===== config.mk =====
export PLATFORM = sky130hd
export DESIGN_NAME = flash_cmd_seq
export DESIGN_NICKNAME = d
export VERILOG_FILES = /design/src/rtl/flash_seq_pkg.sv /design/src/rtl/flash_tick_gen.sv /design/src/rtl/flash_op_timer.sv /design/src/rtl/flash_cmd_seq.sv
export SDC_FILE = /design/constraint.sdc
export NUM_CORES = 1
export LEC_CHECK = 0
export ABC_CLOCK_PERIOD_IN_PS = 5110
export BUFFER_PORTS_ARGS = -buffer_cell sky130_fd_sc_hd__buf_2
export CORE_ASPECT_RATIO = 1.4
export CORE_MARGIN = 3
export CORE_UTILIZATION = 59
export DETAILED_ROUTE_END_ITERATION = 6
export PLACE_DENSITY = 0.84
export SYNTH_ARGS = -nofsm -noshare
export SYNTH_HDL_FRONTEND = slang
export SYNTH_SLANG_ARGS = --single-unit

===== constraint.sdc =====
create_clock -name clk -period 5.11 [get_ports clk]
set_clock_uncertainty 0.1 [all_clocks]
set_input_delay 1.022 -clock clk [delete_from_list [all_inputs] [get_ports clk]]
set_output_delay 1.022 -clock clk [all_outputs]
set_load 0.005 [all_outputs]

===== src/rtl/flash_seq_pkg.sv =====
// Shared definitions for the flash command sequencer: register selects,
// sequence states, opcodes and status bit positions.
package flash_seq_pkg;

    typedef enum logic [1:0] {
        SEL_DIV  = 2'd0,
        SEL_CMD  = 2'd1,
        SEL_STAT = 2'd2,
        SEL_ARR  = 2'd3
    } reg_sel_e;

    typedef enum logic [1:0] {
        SQ_IDLE,
        SQ_LATCHED,
        SQ_ARMED,
        SQ_RUN
    } seq_state_e;

    localparam logic [7:0] OP_BLANK = 8'h05;
    localparam logic [7:0] OP_BYTE  = 8'h20;
    localparam logic [7:0] OP_BURST = 8'h25;
    localparam logic [7:0] OP_SECT  = 8'h40;
    localparam logic [7:0] OP_MASS  = 8'h41;
    localparam logic [7:0] OP_ABORT = 8'h47;

    localparam int ST_LAUNCH = 7;
    localparam int ST_PERR   = 5;
    localparam int ST_AERR   = 4;

    // True for the six opcodes the sequencer runs.
    function automatic logic op_valid(input logic [7:0] code);
        return (code == OP_BLANK) || (code == OP_BYTE) || (code == OP_BURST) ||
               (code == OP_SECT)  || (code == OP_MASS) || (code == OP_ABORT);
    endfunction

endpackage


===== src/rtl/flash_tick_gen.sv =====
// Timing tick generator. Produces a one-cycle pulse every div+1 bus cycles
// once enabled. Assumes div only changes while en is low; restart
// re-aligns the phase so the first tick follows div+1 cycles later.
module flash_tick_gen #(
    parameter int DIV_W = 6
) (
    input  logic             clk,
    input  logic             rst_n,
    input  logic             en,
    input  logic             restart,
    input  logic [DIV_W-1:0] div,
    output logic             tick
);
    logic [DIV_W-1:0] cnt;

    // Pulse when the phase counter reaches the divisor.
    assign tick = en && (cnt == div);

    // Phase counter: wraps at div, cleared on restart or while disabled.
    always_ff @(posedge clk) begin
        if (!rst_n || restart || !en) begin
            cnt <= '0;
        end else if (cnt == div) begin
            cnt <= '0;
        end else begin
            cnt <= cnt + 1'b1;
        end
    end

    AST_TICK_GAP: assert property (@(posedge clk) disable iff (!rst_n)
        (tick && div != '0) |=> !tick);

endmodule


===== src/rtl/flash_op_timer.sv =====
// Operation timer. Loaded with a tick count at launch, counts down one per
// tick, and flags the tick that ends the operation. Assumes load never
// coincides with a running count.
module flash_op_timer #(
    parameter int CNT_W = 15
) (
    input  logic             clk,
    input  logic             rst_n,
    input  logic             load,
    input  logic [CNT_W-1:0] load_val,
    input  logic             tick,
    output logic             running,
    output logic             fin
);
    logic [CNT_W-1:0] rem;

    assign running = (rem != '0);
    assign fin     = tick && (rem == CNT_W'(1));

    // Remaining-ticks counter.
    always_ff @(posedge clk) begin
        if (!rst_n) begin
            rem <= '0;
        end else if (load) begin
            rem <= load_val;
        end else if (tick && running) begin
            rem <= rem - 1'b1;
        end
    end

    AST_STOP_ON_TICK: assert property (@(posedge clk) disable iff (!rst_n)
        $fell(running) |-> $past(tick));

endmodule


===== src/rtl/flash_cmd_seq.sv =====
// Flash command sequencer top. Decodes register writes, enforces the order
// array-write -> opcode -> launch, guards the write-once divisor, checks
// protection, and times each operation in timing ticks. Assumes one
// register write per cycle and that prot_on/prot_from are quasi-static.
module flash_cmd_seq
    import flash_seq_pkg::*;
#(
    parameter int ADDR_W     = 12,
    parameter int DATA_W     = 8,
    parameter int DIV_W      = 6,
    parameter int SECT_OFF_W = 9,
    parameter int T_BLANK    = 4,
    parameter int T_BYTE     = 9,
    parameter int T_BURST    = 4,
    parameter int T_SECT     = 4000,
    parameter int T_MASS     = 20000,
    parameter int T_ABORT    = 4,
    localparam int SECT_W    = ADDR_W - SECT_OFF_W
) (
    input  logic              clk,
    input  logic              rst_n,
    input  logic              wr_en,
    input  logic [1:0]        wr_sel,
    input  logic [ADDR_W-1:0] wr_addr,
    input  logic [DATA_W-1:0] wr_data,
    input  logic              prot_on,
    input  logic [SECT_W-1:0] prot_from,
    output logic              div_set,
    output logic              tick,
    output logic              busy,
    output logic              cmd_done,
    output logic              acc_err,
    output logic              prot_err,
    output logic              arr_prog,
    output logic              arr_erase,
    output logic              arr_mass,
    output logic [ADDR_W-1:0] arr_addr,
    output logic [DATA_W-1:0] arr_data
);
    localparam int CNT_W = $clog2(T_MASS + 1);

    reg_sel_e          sel;
    seq_state_e        state;
    logic [DIV_W-1:0]  div_val;
    logic [ADDR_W-1:0] lat_addr;
    logic [DATA_W-1:0] lat_data;
    logic [7:0]        op_q;
    logic              err_any;
    logic              prot_hit;
    logic              start;
    logic              is_prog;
    logic [CNT_W-1:0]  dur;
    logic              tmr_running;
    logic              tmr_fin;
    logic              sect_prot;

    assign sel     = reg_sel_e'(wr_sel);
    assign err_any = acc_err || prot_err;
    assign busy    = (state == SQ_RUN);
    assign is_prog = (op_q == OP_BYTE) || (op_q == OP_BURST);

    // Protection verdict for the armed opcode and captured address.
    always_comb begin
        sect_prot = prot_on && (lat_addr[ADDR_W-1:SECT_OFF_W] >= prot_from);
        case (op_q)
            OP_MASS:                   prot_hit = prot_on;
            OP_SECT, OP_BYTE, OP_BURST: prot_hit = sect_prot;
            default:                   prot_hit = 1'b0;
        endcase
    end

    // Accepted launch: armed, flags clear, no protection violation.
    assign start = wr_en && (sel == SEL_STAT) && wr_data[ST_LAUNCH] && !err_any &&
                   (state == SQ_ARMED) && !prot_hit;

    // Tick count for the armed opcode.
    always_comb begin
        case (op_q)
            OP_BLANK: dur = CNT_W'(T_BLANK);
            OP_BYTE:  dur = CNT_W'(T_BYTE);
            OP_BURST: dur = CNT_W'(T_BURST);
            OP_SECT:  dur = CNT_W'(T_SECT);
            OP_MASS:  dur = CNT_W'(T_MASS);
            default:  dur = CNT_W'(T_ABORT);
        endcase
    end

    flash_tick_gen #(.DIV_W(DIV_W)) u_tick (
        .clk     (clk),
        .rst_n   (rst_n),
        .en      (div_set),
        .restart (start),
        .div     (div_val),
        .tick    (tick)
    );

    flash_op_timer #(.CNT_W(CNT_W)) u_timer (
        .clk      (clk),
        .rst_n    (rst_n),
        .load     (start),
        .load_val (dur),
        .tick     (tick),
        .running  (tmr_running),
        .fin      (tmr_fin)
    );

    // Sequencer: register decode, step ordering, flags and completion.
    always_ff @(posedge clk) begin
        if (!rst_n) begin
            state    <= SQ_IDLE;
            div_set  <= 1'b0;
            div_val  <= '0;
            acc_err  <= 1'b0;
            prot_err <= 1'b0;
            cmd_done <= 1'b1;
            lat_addr <= '0;
            lat_data <= '0;
            op_q     <= '0;
        end else begin
            if (busy && tmr_fin) begin
                state    <= SQ_IDLE;
                cmd_done <= 1'b1;
            end
            if (wr_en) begin
                case (sel)
                    SEL_DIV: begin
                        if (!div_set && !err_any) begin
                            div_val <= wr_data[DIV_W-1:0];
                            div_set <= 1'b1;
                        end
                    end
                    SEL_STAT: begin
                        if (wr_data[ST_AERR]) acc_err  <= 1'b0;
                        if (wr_data[ST_PERR]) prot_err <= 1'b0;
                        if (wr_data[ST_LAUNCH] && !err_any) begin
                            if (state == SQ_ARMED) begin
                                if (prot_hit) begin
                                    prot_err <= 1'b1;
                                    state    <= SQ_IDLE;
                                end else begin
                                    state    <= SQ_RUN;
                                    cmd_done <= 1'b0;
                                end
                            end else begin
                                acc_err <= 1'b1;
                                if (!busy) state <= SQ_IDLE;
                            end
                        end
                    end
                    SEL_ARR: begin
                        if (!err_any) begin
                            if (!div_set || state != SQ_IDLE) begin
                                acc_err <= 1'b1;
                                if (!busy) state <= SQ_IDLE;
                            end else begin
                                lat_addr <= wr_addr;
                                lat_data <= wr_data;
                                state    <= SQ_LATCHED;
                            end
                        end
                    end
                    default: begin
                        if (!err_any) begin
                            if (state == SQ_LATCHED && op_valid(wr_data)) begin
                                op_q  <= wr_data;
                                state <= SQ_ARMED;
                            end else begin
                                acc_err <= 1'b1;
                                if (!busy) state <= SQ_IDLE;
                            end
                        end
                    end
                endcase
            end
        end
    end

    // Array stub drive.
    assign arr_prog  = busy && is_prog;
    assign arr_erase = busy && ((op_q == OP_SECT) || (op_q == OP_MASS));
    assign arr_mass  = busy && (op_q == OP_MASS);
    assign arr_addr  = lat_addr;
    assign arr_data  = is_prog ? lat_data : '0;

    AST_BUSY_TIMER: assert property (@(posedge clk) disable iff (!rst_n)
        busy |-> tmr_running);
    AST_DONE_IDLE: assert property (@(posedge clk) disable iff (!rst_n)
        cmd_done |-> !busy);
    AST_START_CLEAN: assert property (@(posedge clk) disable iff (!rst_n)
        $rose(busy) |-> !$past(acc_err) && !$past(prot_err));
    AST_MASS_PROT: assert property (@(posedge clk) disable iff (!rst_n)
        $rose(arr_mass) |-> !$past(prot_on));
    AST_DIV_ONCE: assert property (@(posedge clk) disable iff (!rst_n)
        (div_set && $past(div_set)) |-> $stable(div_val));

endmodule


==> results of run 1 <==
final timing paths:
kind	startpoint	to	slack, ns	cells past startpoint
worst max-delay path	op_q[3]	arr_data[2]	1.71	4
worst min-delay path	lat_data[0]	lat_data[0]	0.35	2
worst max register to register	u_tick.cnt[1]	u_timer.rem[10]	2.35	5
worst min register to register	lat_data[0]	lat_data[0]	0.35	2
power groups by stage:
stage / clock, W / combinational (W) / sequential (W)
after floorplan: 0 / 0.000119 / 0.000505
after global placement: 0 / 0.000157 / 0.000508
after detailed placement: 0 / 0.000161 / 0.000508
after CTS: 0.000490 / 0.000163 / 0.000498
after global routing: 0.000515 / 0.000185 / 0.000499
final: 0.000489 / 0.000167 / 0.000499
kinds of logic (layout without fill, tap and decap cells):
| logic type | count (synthesis) | in the layout | share of synthesized area |
|---|---|---|---|
| AO/OA/AOI/OAI | 82 | 82 | 0.180 |
| XOR/XNOR | 7 | 7 | 0.0198 |
| adder cells (fa/ha/maj) | 7 | 7 | 0.0283 |
| buffers and inverters | 32 | 87 | 0.0417 |
| flip-flops | 61 | 61 | 0.395 |
| multiplexers | 12 | 12 | 0.0388 |
| AND/OR/NAND/NOR | 170 | 170 | 0.297 |
worst max-delay path, delay by kind of cell, from the launching register on:
family / cells / cell delay, ns
and+or+nand+nor: 3 / 1.50
DFF: 1 / 0.32
buffers and inverters: 1 / 0.11
stage by stage:
step / power, W / cells / util
6_report: 0.00115 / 490 / 0.730
5_1_grt: 0.00120 / 490 / 0.730
4_1_cts: 0.00115 / 490 / 0.730
3_5_place_dp: 0.000669 / 474 / 0.684
3_3_place_gp: 0.000665 / 474 / 0.684
2_1_floorplan: 0.000625 / 371 / -
routing by layer:
layer	up-vias	track usage	routed length (um)
li1	1458	-	-
met1	1415	0.311	3240
met2	117	0.443	3890
met3	23	0.0490	402
met4	0	0.129	242
met5	-	0	0
sequential cells by signal (all words and copies together) (netlist names):
name	cells
lat_data	8
prot_err	1
u_tick.cnt	6
arr_addr	12
acc_err	1
cmd_done	1
div_val	6
u_timer.rem	15
op_q	8
div_set	1
state	2
cell usage after synthesis, drive strengths merged (11+ instances only):
| master | number | share of area |
|---|---|---|
| or3 | 11 | 0.022 |
| nand2 | 52 | 0.063 |
| mux2i | 12 | 0.039 |
| nor2 | 22 | 0.027 |
| and2 | 12 | 0.024 |
| clkbuf | 18 | 0.022 |
| a211oi | 11 | 0.027 |
| o31ai | 11 | 0.027 |
| a21oi | 31 | 0.050 |
| or4 | 13 | 0.032 |
| nor4 | 15 | 0.035 |
| dfxtp | 61 | 0.39 |
| inv | 12 | 0.015 |
layout make-up:
cell class                      instances  area, um2
Inverter                               12       45.0
Fill cell                             390       1340
Sequential cell                        61       1220
Clock inverter                          4       70.1
Tap cell                               64       80.1
Timing Repair Buffer                   59        300
Multi-Input combinational cell        278       1740
Clock buffer                           12        155
==> impl_metrics.py, run 1 <==
metrics = {
    "min_path": {
        "hold_path.class": "flop to flop",
    },
    "timing": {
        "finalSetupViolations": 0,
        "rsz0062_at_grt": "no",
        "postLayoutSetupSlackWorst_ns": 1.71,
        "worst_pin_slew_ns": 1.10,
        "slew_viol_final": 0,
        "fin_crit_ns": 3.40,
        "finalSetupTns_ns": 0,
        "slew_headroom": 0.263,
        "finalHoldViolations": 0,
        "max_freq_ghz": 0.294,
        "period_share": 0.665,
        "whs_ns": 0.353,
    },
    "clocking": {
        "cts_buffer_depth": 2,
        "cts_buffers": 9,
        "clk_latency_ns": 0.35,
        "cts_resized": 0,
        "clkSinkCount": 61,
        "clockRootBuffer": "clkbuf_8",
        "cts_tree": "yes",
        "cts_hold_buf": 0,
        "cts_setup_buffers": 0,
        "cts.clk_slew.worst_paths_ns": 0.07,
        "htree_levels": 3,
    },
    "finish": {
        "nNetsFinal": 457,
        "areaGrowthSynthToFinish_pct": 16.9,
        "design_area_um2": 3610,
        "final_common_cell": "dfxtp_1",
        "final_cell_mix": "dfxtp_1 (61), buf_2 (57), nand2_1 (52)",
        "drive_gt1_frac": 0.185,
        "n_antenna_cell": 0,
    },
    "routing": {
        "dr.first_iter.drc_count": 249,
        "drtAntennaViolNets": 0,
        "drcViolationCount": 0,
        "vias": 3013,
        "wl_mm": 7.78,
        "wire_per_inst_um": 15.9,
        "vias_per_cell": 6.15,
        "drt-pass1-iter-count": 5,
    },
    "power_and_ir_drop": {
        "pwr-share-seq": 0.432,
        "p_clk_frac": 0.424,
        "power.density_nw_per_um2": 319,
        "p_sw_w": 0.000312,
        "switching_share": 0.270,
        "p_leak_nw": 1.51,
        "combPwrFrac": 0.144,
        "p_int_w": 0.000843,
        "peakVddDrop_uv": 250,
    },
    "yosys": {
        "avgSynthCellArea_um2": 8.34,
        "async_flop_share": 0,
        "syn_area_um2": 3090,
        "ys_seq_area_frac": 0.395,
        "syn_nets": 407,
        "synthDistinctLibCells": 42,
        "ys.warnings.count": 0,
        "ys.flop_type": "dfxtp_1",
        "synth_edf_count": 0,
        "synthCells": 371,
        "synth_seq_cells": 61,
    },
    "floorplan": {
        "num_rows": 30,
        "io_pins": 58,
        "start_util": 0.624,
        "dieArea_um2": 6160,
        "core_area_um2": 4950,
        "dieHeight_um": 91.7,
        "die_w_um": 67.2,
    },
    "setup_path": {
        "path_max_fanout": 8,
        "worstPathArrival_ns": 2.28,
        "cp-end-kind": "output port",
        "cpPeakStageDelay_ns": 0.64,
        "worstPathRequired_ns": 3.99,
        "worstSetupPathType": "flop to output port",
        "slowest_stage": "or4_1",
        "crit_chain": "or4_1, nor3_1, and2_1, buf_2",
        "cp-start-kind": "flop",
    },
    "placed_design": {
        "dpl_cell_area_um2": 3390,
        "routabilityCongestion": 0.961,
        "dp_hpwl_mm": 5.46,
        "numPortBuffers": 57,
        "dp_slack_ns": 1.68,
    },
    "global_routing": {
        "antenna_found_initial": 0,
        "grt_pass1_vias": 2754,
        "overflow": 0,
        "grt_max_degree": 31,
        "grt_pass1_wl_mm": 12.5,
        "grt_usage": 0.263,
    },
    "status": {
        "status": "finished clean",
    },
    "job": {
        "maxCapViolations": 0,
    },
}
(Power assumes the default switching activity.)
==> inputs of run 2 (changes only) <==
--- a/config.mk
+++ b/config.mk
@@ -5,13 +5,13 @@
 export SDC_FILE = /design/constraint.sdc
 export NUM_CORES = 1
 export LEC_CHECK = 0
-export ABC_CLOCK_PERIOD_IN_PS = 5110
+export ABC_CLOCK_PERIOD_IN_PS = 2900
 export BUFFER_PORTS_ARGS = -buffer_cell sky130_fd_sc_hd__buf_2
 export CORE_ASPECT_RATIO = 1.4
 export CORE_MARGIN = 3
-export CORE_UTILIZATION = 59
+export CORE_UTILIZATION = 50
 export DETAILED_ROUTE_END_ITERATION = 6
-export PLACE_DENSITY = 0.84
+export PLACE_DENSITY = 0.76
 export SYNTH_ARGS = -nofsm -noshare
 export SYNTH_HDL_FRONTEND = slang
 export SYNTH_SLANG_ARGS = --single-unit
==> constraint.sdc (replaced) <==
create_clock -name clk -period 2.9 [get_ports clk]
set_clock_uncertainty 0.1 [all_clocks]
set_input_delay 0.58 -clock clk [delete_from_list [all_inputs] [get_ports clk]]
set_output_delay 0.58 -clock clk [all_outputs]
set_load 0.005 [all_outputs]
==> run 2 against run 1 <==
Against the previous run: clock-buffer cell count decreased by 1; sequential share of layout area decreased by 1.1 points; via count decreased by 2.0%; largest cell class unchanged; cell area increased by 3.4%; global-route usage decreased by 3.3 points.
==> impl_metrics.py, run 2 (synthesis results as in run 1) <==
metrics = {
    "timing": {
        "rsz0062_at_grt": "no",
        "slew_headroom": 0.465,
        "max_freq_ghz": 0.377,
        "finalSetupTns_ns": 0,
        "period_share": 0.915,
        "worst_pin_slew_ns": 0.795,
        "slew_viol_final": 0,
        "fin_crit_ns": 2.65,
        "finalHoldViolations": 0,
        "finalSetupViolations": 0,
        "whs_ns": 0.351,
    },
    "clocking": {
        "cts_resized": 0,
        "clkSinkCount": 61,
        "cts.clk_slew.worst_paths_ns": 0.07,
        "cts_setup_buffers": 0,
        "cts_buffers": 9,
        "cts_tree": "yes",
        "htree_levels": 3,
        "clk_latency_ns": 0.34,
        "cts_hold_buf": 0,
        "cts_buffer_depth": 2,
        "clockRootBuffer": "clkbuf_8",
    },
    "finish": {
        "fillers": 525,
        "final_cell_mix": "dfxtp_1 (61), buf_2 (57), nand2_1 (52)",
        "nNetsFinal": 468,
        "post-route-util": 0.629,
        "top_register": "u_timer.rem",
        "drive_gt1_frac": 0.206,
        "largest_reg_flops": 15,
        "areaGrowthSynthToFinish_pct": 20.9,
        "n_antenna_cell": 0,
        "final_common_cell": "dfxtp_1",
    },
    "floorplan": {
        "core_area_um2": 5950,
        "die_w_um": 72.5,
        "dieHeight_um": 99.1,
        "dieArea_um2": 7180,
        "start_util": 0.520,
        "io_pins": 58,
        "num_rows": 33,
    },
    "routing": {
        "wl_mm": 7.74,
        "drcViolationCount": 0,
        "drtAntennaViolNets": 0,
        "dr.first_iter.drc_count": 153,
        "vias": 2953,
        "vias_per_cell": 5.84,
        "drt-pass1-iter-count": 4,
        "wire_per_inst_um": 15.3,
    },
    "setup_path": {
        "cpPeakStageDelay_ns": 0.62,
        "ff2ff_path_depth": 8,
        "worstSetupPathType": "flop to output port",
        "path_max_fanout": 8,
        "path_delay_family": "simple AND/OR/NAND/NOR gates",
        "crit_chain": "or4_1, nor3_1, buf_4, and2_1, buf_2",
        "slowest_stage": "or4_1",
        "worstPathRequired_ns": 2.22,
        "path_buf_inv": 2,
        "cp_num_cells": 5,
        "worstPathArrival_ns": 1.97,
        "cp-start-kind": "flop",
        "cp-end-kind": "output port",
    },
    "power_and_ir_drop": {
        "pwr-share-seq": 0.411,
        "switching_share": 0.256,
        "p_int_w": 0.00159,
        "p_clk_frac": 0.442,
        "p_sw_w": 0.000547,
        "peakVddDrop_uv": 367,
        "combPwrFrac": 0.148,
        "p_leak_nw": 1.58,
        "power.density_nw_per_um2": 571,
    },
    "placed_design": {
        "dp_hpwl_mm": 5.62,
        "numPortBuffers": 57,
        "routabilityCongestion": 0.974,
    },
    "status": {
        "status": "finished clean",
    },
    "global_routing": {
        "grt_usage": 0.230,
        "overflow": 0,
        "grt_max_degree": 28,
        "grt_pass1_vias": 2860,
        "antenna_found_initial": 0,
        "grt_pass1_wl_mm": 13.0,
    },
    "min_path": {
        "hold_depth": 2,
        "hold_path.class": "flop to flop",
    },
    "job": {
        "maxCapViolations": 0,
    },
}
[run 2: worst paths after layout]
kind / endpoint / start / slack [ns]
worst max-delay path: arr_data[0] / op_q[3] / 0.25
worst min-delay path: lat_data[5] / lat_data[5] / 0.35
worst max register to register: u_timer.rem[2] / u_timer.rem[0] / 0.32
worst min register to register: lat_data[5] / lat_data[5] / 0.35
[run 2: tightest hold or removal path, cell delays in order, from the launching register on]
cell and delay, ns:
dfxtp_1 0.31, nand2_1 0.05, a21oi_1 0.05
[run 2: per-stage QoR]
| step | cells | total power [W] | worst slack, ns | cell area, um2 |
|---|---|---|---|---|
| floorplan | 371 | 0.00110 | 0.478 | 3090 |
| global placement | 491 | 0.00120 | 0.430 | 3490 |
| detailed placement | 491 | 0.00120 | 0.398 | 3490 |
| CTS | 506 | 0.00214 | 0.222 | 3740 |
| global route | 506 | 0.00223 | 0.0832 | 3740 |
| finish | 506 | 0.00214 | 0.246 | 3740 |
[run 2: cell type report]
class / count / area [um2] / share of cell area
multi-input combinational: 278 / 1740 / 0.466
sequential: 61 / 1220 / 0.327
timing repair buffer: 70 / 395 / 0.106
clock buffer: 11 / 151 / 0.0405
clock inverter: 4 / 95.1 / 0.0254
tap: 70 / 87.6 / 0.0234
inverter: 12 / 45.0 / 0.0120
[run 2: power by group through the flow]
| stage | Clock [W] | Sequential [W] | Combinational [W] |
|---|---|---|---|
| finish | 0.000943 | 0.000877 | 0.000316 |
| global placement | 0 | 0.000894 | 0.000301 |
| detailed placement | 0 | 0.000894 | 0.000310 |
| floorplan | 0 | 0.000890 | 0.000210 |
| CTS | 0.000951 | 0.000876 | 0.000312 |
| global route | 0.000991 | 0.000879 | 0.000355 |
[run 2: metal layers]
| layer | part of all wire | track usage | vias up |
|---|---|---|---|
| met3 | 0.064 | 0.0459 | 11 |
| met4 | 0.017 | 0.0895 | 0 |
| li1 | - | - | 1475 |
| met2 | 0.51 | 0.399 | 97 |
| met1 | 0.41 | 0.273 | 1370 |
| met5 | 0 | 0 | - |
==> inputs of run 3 (changes only) <==
==> constraint.sdc (replaced) <==
create_clock -name clk -period 2.9 [get_ports clk]
set_clock_uncertainty 0.1 [all_clocks]
set_input_delay 0.145 -clock clk [delete_from_list [all_inputs] [get_ports clk]]
set_output_delay 0.145 -clock clk [all_outputs]
set_load 0.005 [all_outputs]
==> run 3 against run 2 <==
Against the previous run: critical path depth is 1 higher; worst setup slack gained 0.19 ns; die area unchanged; clock power shrank 10%; largest cell class unchanged.
==> impl_metrics.py, run 3 (synthesis results as in run 1) <==
metrics = {
    "global_routing": {
        "grt_pass1_wl_mm": 13.5,
        "grt_pass1_vias": 2926,
        "antenna_found_initial": 0,
        "grt_max_degree": 29,
        "overflow": 0,
        "grt_usage": 0.236,
    },
    "placed_design": {
        "dp_slack_ns": 0.460,
        "numPortBuffers": 57,
        "dp_hpwl_mm": 5.58,
        "routabilityCongestion": 0.863,
    },
    "floorplan": {
        "start_util": 0.520,
        "core_area_um2": 5950,
        "num_rows": 33,
        "io_pins": 58,
        "dieArea_um2": 7180,
        "dieHeight_um": 99.1,
        "die_w_um": 72.5,
    },
    "timing": {
        "fin_crit_ns": 2.46,
        "max_freq_ghz": 0.406,
        "period_share": 0.849,
        "finalSetupViolations": 0,
        "slew_headroom": 0.489,
        "worst_pin_slew_ns": 0.760,
        "slew_viol_final": 0,
        "rsz0062_at_grt": "no",
        "finalSetupTns_ns": 0,
        "finalHoldViolations": 0,
        "postLayoutSetupSlackWorst_ns": 0.438,
        "whs_ns": 0.0177,
    },
    "job": {
        "maxCapViolations": 0,
    },
    "min_path": {
        "worstHoldStart": "wr_data[2]",
        "hold_depth": 3,
        "hold_path.class": "primary input to flop",
        "holdPathEnd": "lat_data[2]",
    },
    "setup_path": {
        "crit_chain": "nor2b_1, a2111o_1, or4_1, buf_4, or4_1, a311oi_1",
        "r2r-start": "u_tick.cnt[4]",
        "path_delay_family": "simple AND/OR/NAND/NOR gates",
        "path_common_cell": "or4_1",
        "worstPathRequired_ns": 3.04,
        "path_max_fanout": 27,
        "worstSetupPathType": "flop to flop",
        "slowest_stage": "or4_1",
        "cp-start-kind": "flop",
        "path_buf_inv": 1,
        "cpPeakStageDelay_ns": 0.47,
        "cp-end-kind": "flop",
        "regToRegEndpoint": "u_timer.rem[8]",
        "ff2ff_path_depth": 6,
        "worstPathArrival_ns": 2.60,
        "reg2reg_slack_ns": 0.44,
    },
    "clocking": {
        "cts_buffer_depth": 2,
        "clkSinkCount": 61,
        "cts.clk_slew.worst_paths_ns": 0.07,
        "clk_latency_ns": 0.34,
        "htree_levels": 3,
        "cts_tree": "yes",
        "cts_resized": 0,
        "clockRootBuffer": "clkbuf_8",
        "cts_buffers": 9,
    },
    "finish": {
        "largest_reg_flops": 15,
        "n_antenna_cell": 0,
        "final_common_cell": "dfxtp_1",
        "nNetsFinal": 483,
        "ff_latch_area_um2": 1220,
        "fillers": 517,
        "final_cell_mix": "dfxtp_1 (61), buf_2 (57), nand2_1 (52)",
        "top_register": "u_timer.rem",
        "areaGrowthSynthToFinish_pct": 24.8,
        "multiInputGateArea_um2": 1740,
        "drive_gt1_frac": 0.197,
    },
    "routing": {
        "vias_per_cell": 5.89,
        "wl_mm": 8.07,
        "drtAntennaViolNets": 0,
        "drt-pass1-iter-count": 4,
        "drcViolationCount": 0,
        "dr.first_iter.drc_count": 176,
        "vias": 3076,
        "wire_per_inst_um": 15.5,
    },
    "status": {
        "status": "finished clean",
    },
    "power_and_ir_drop": {
        "peakVddDrop_uv": 271,
        "p_leak_nw": 1.62,
        "power.density_nw_per_um2": 532,
    },
}
-- run 3: changes by cell type in the layout (fill, tap and decap cells not counted), sizes merged --
cell	change
bufinv	-1
clkinvlp	+1
clkinv	+2
clkbuf	-1
buf	-2
dlygate4sd3	+17
-- run 3: layout make-up --
type | count | share of cell area
Sequential cell | 61 | 0.316
Clock inverter | 6 | 0.0224
Clock buffer | 10 | 0.0357
Inverter | 12 | 0.0117
Timing Repair Buffer | 85 | 0.139
Tap cell | 70 | 0.0227
Multi-Input combinational cell | 278 | 0.452
-- run 3: worst max path at each step --
stage,from,endpoint,slack [ns],cells after the start
4_1_cts,div_val[1],u_timer.rem[8],0.44,6
3_3_place_gp,div_val[1],u_timer.rem[7],0.53,6
3_5_place_dp,div_val[1],u_timer.rem[7],0.46,6
6_report,u_tick.cnt[4],u_timer.rem[8],0.44,6
2_1_floorplan,div_val[1],u_timer.rem[13],0.62,7
5_1_grt,div_val[1],u_timer.rem[2],0.30,6
-- run 3: worst register-to-register path: cells and delay by family (launching register included) --
family,cells,cell delay (ns)
AOI/OAI and AO/OA,2,0.66
DFF,1,0.40
and+or+nand+nor,3,0.98
buffers and inverters,1,0.23
-- run 3: metrics by stage --
step | utilization | total power [W] | cell area, um2 | cells
6_report | 0.649 | 0.00205 | 3860 | 522
5_1_grt | 0.649 | 0.00214 | 3860 | 522
4_1_cts | 0.649 | 0.00206 | 3860 | 522
3_5_place_dp | 0.583 | 0.00120 | 3460 | 489
3_3_place_gp | 0.583 | 0.00119 | 3460 | 489
2_1_floorplan | - | 0.00110 | 3090 | 371
-- run 3: layer usage --
metal | track usage | part of all wire | vias to the layer above
met5 | 0 | 0 | -
met4 | 0.102 | 0.028 | 0
met3 | 0.0551 | 0.043 | 16
met2 | 0.412 | 0.51 | 68
met1 | 0.269 | 0.42 | 1473
li1 | - | - | 1519
-- run 3: what timing repair did --
item / in CTS / in global routing
endpoints found under the hold margin: 20 / 0
endpoints found under the setup margin: 0 / 0
setup buffers: 0 / 0
hold buffers: 17 / 0
-- run 3: power by group --
part / switching, W / internal [W] / total, W
logic: 0.000196 / 0.000133 / 0.000329
registers: 0.0000216 / 0.000856 / 0.000877
clock network: 0.000342 / 0.000506 / 0.000847
total: 0.000560 / 0.00149 / 0.00205
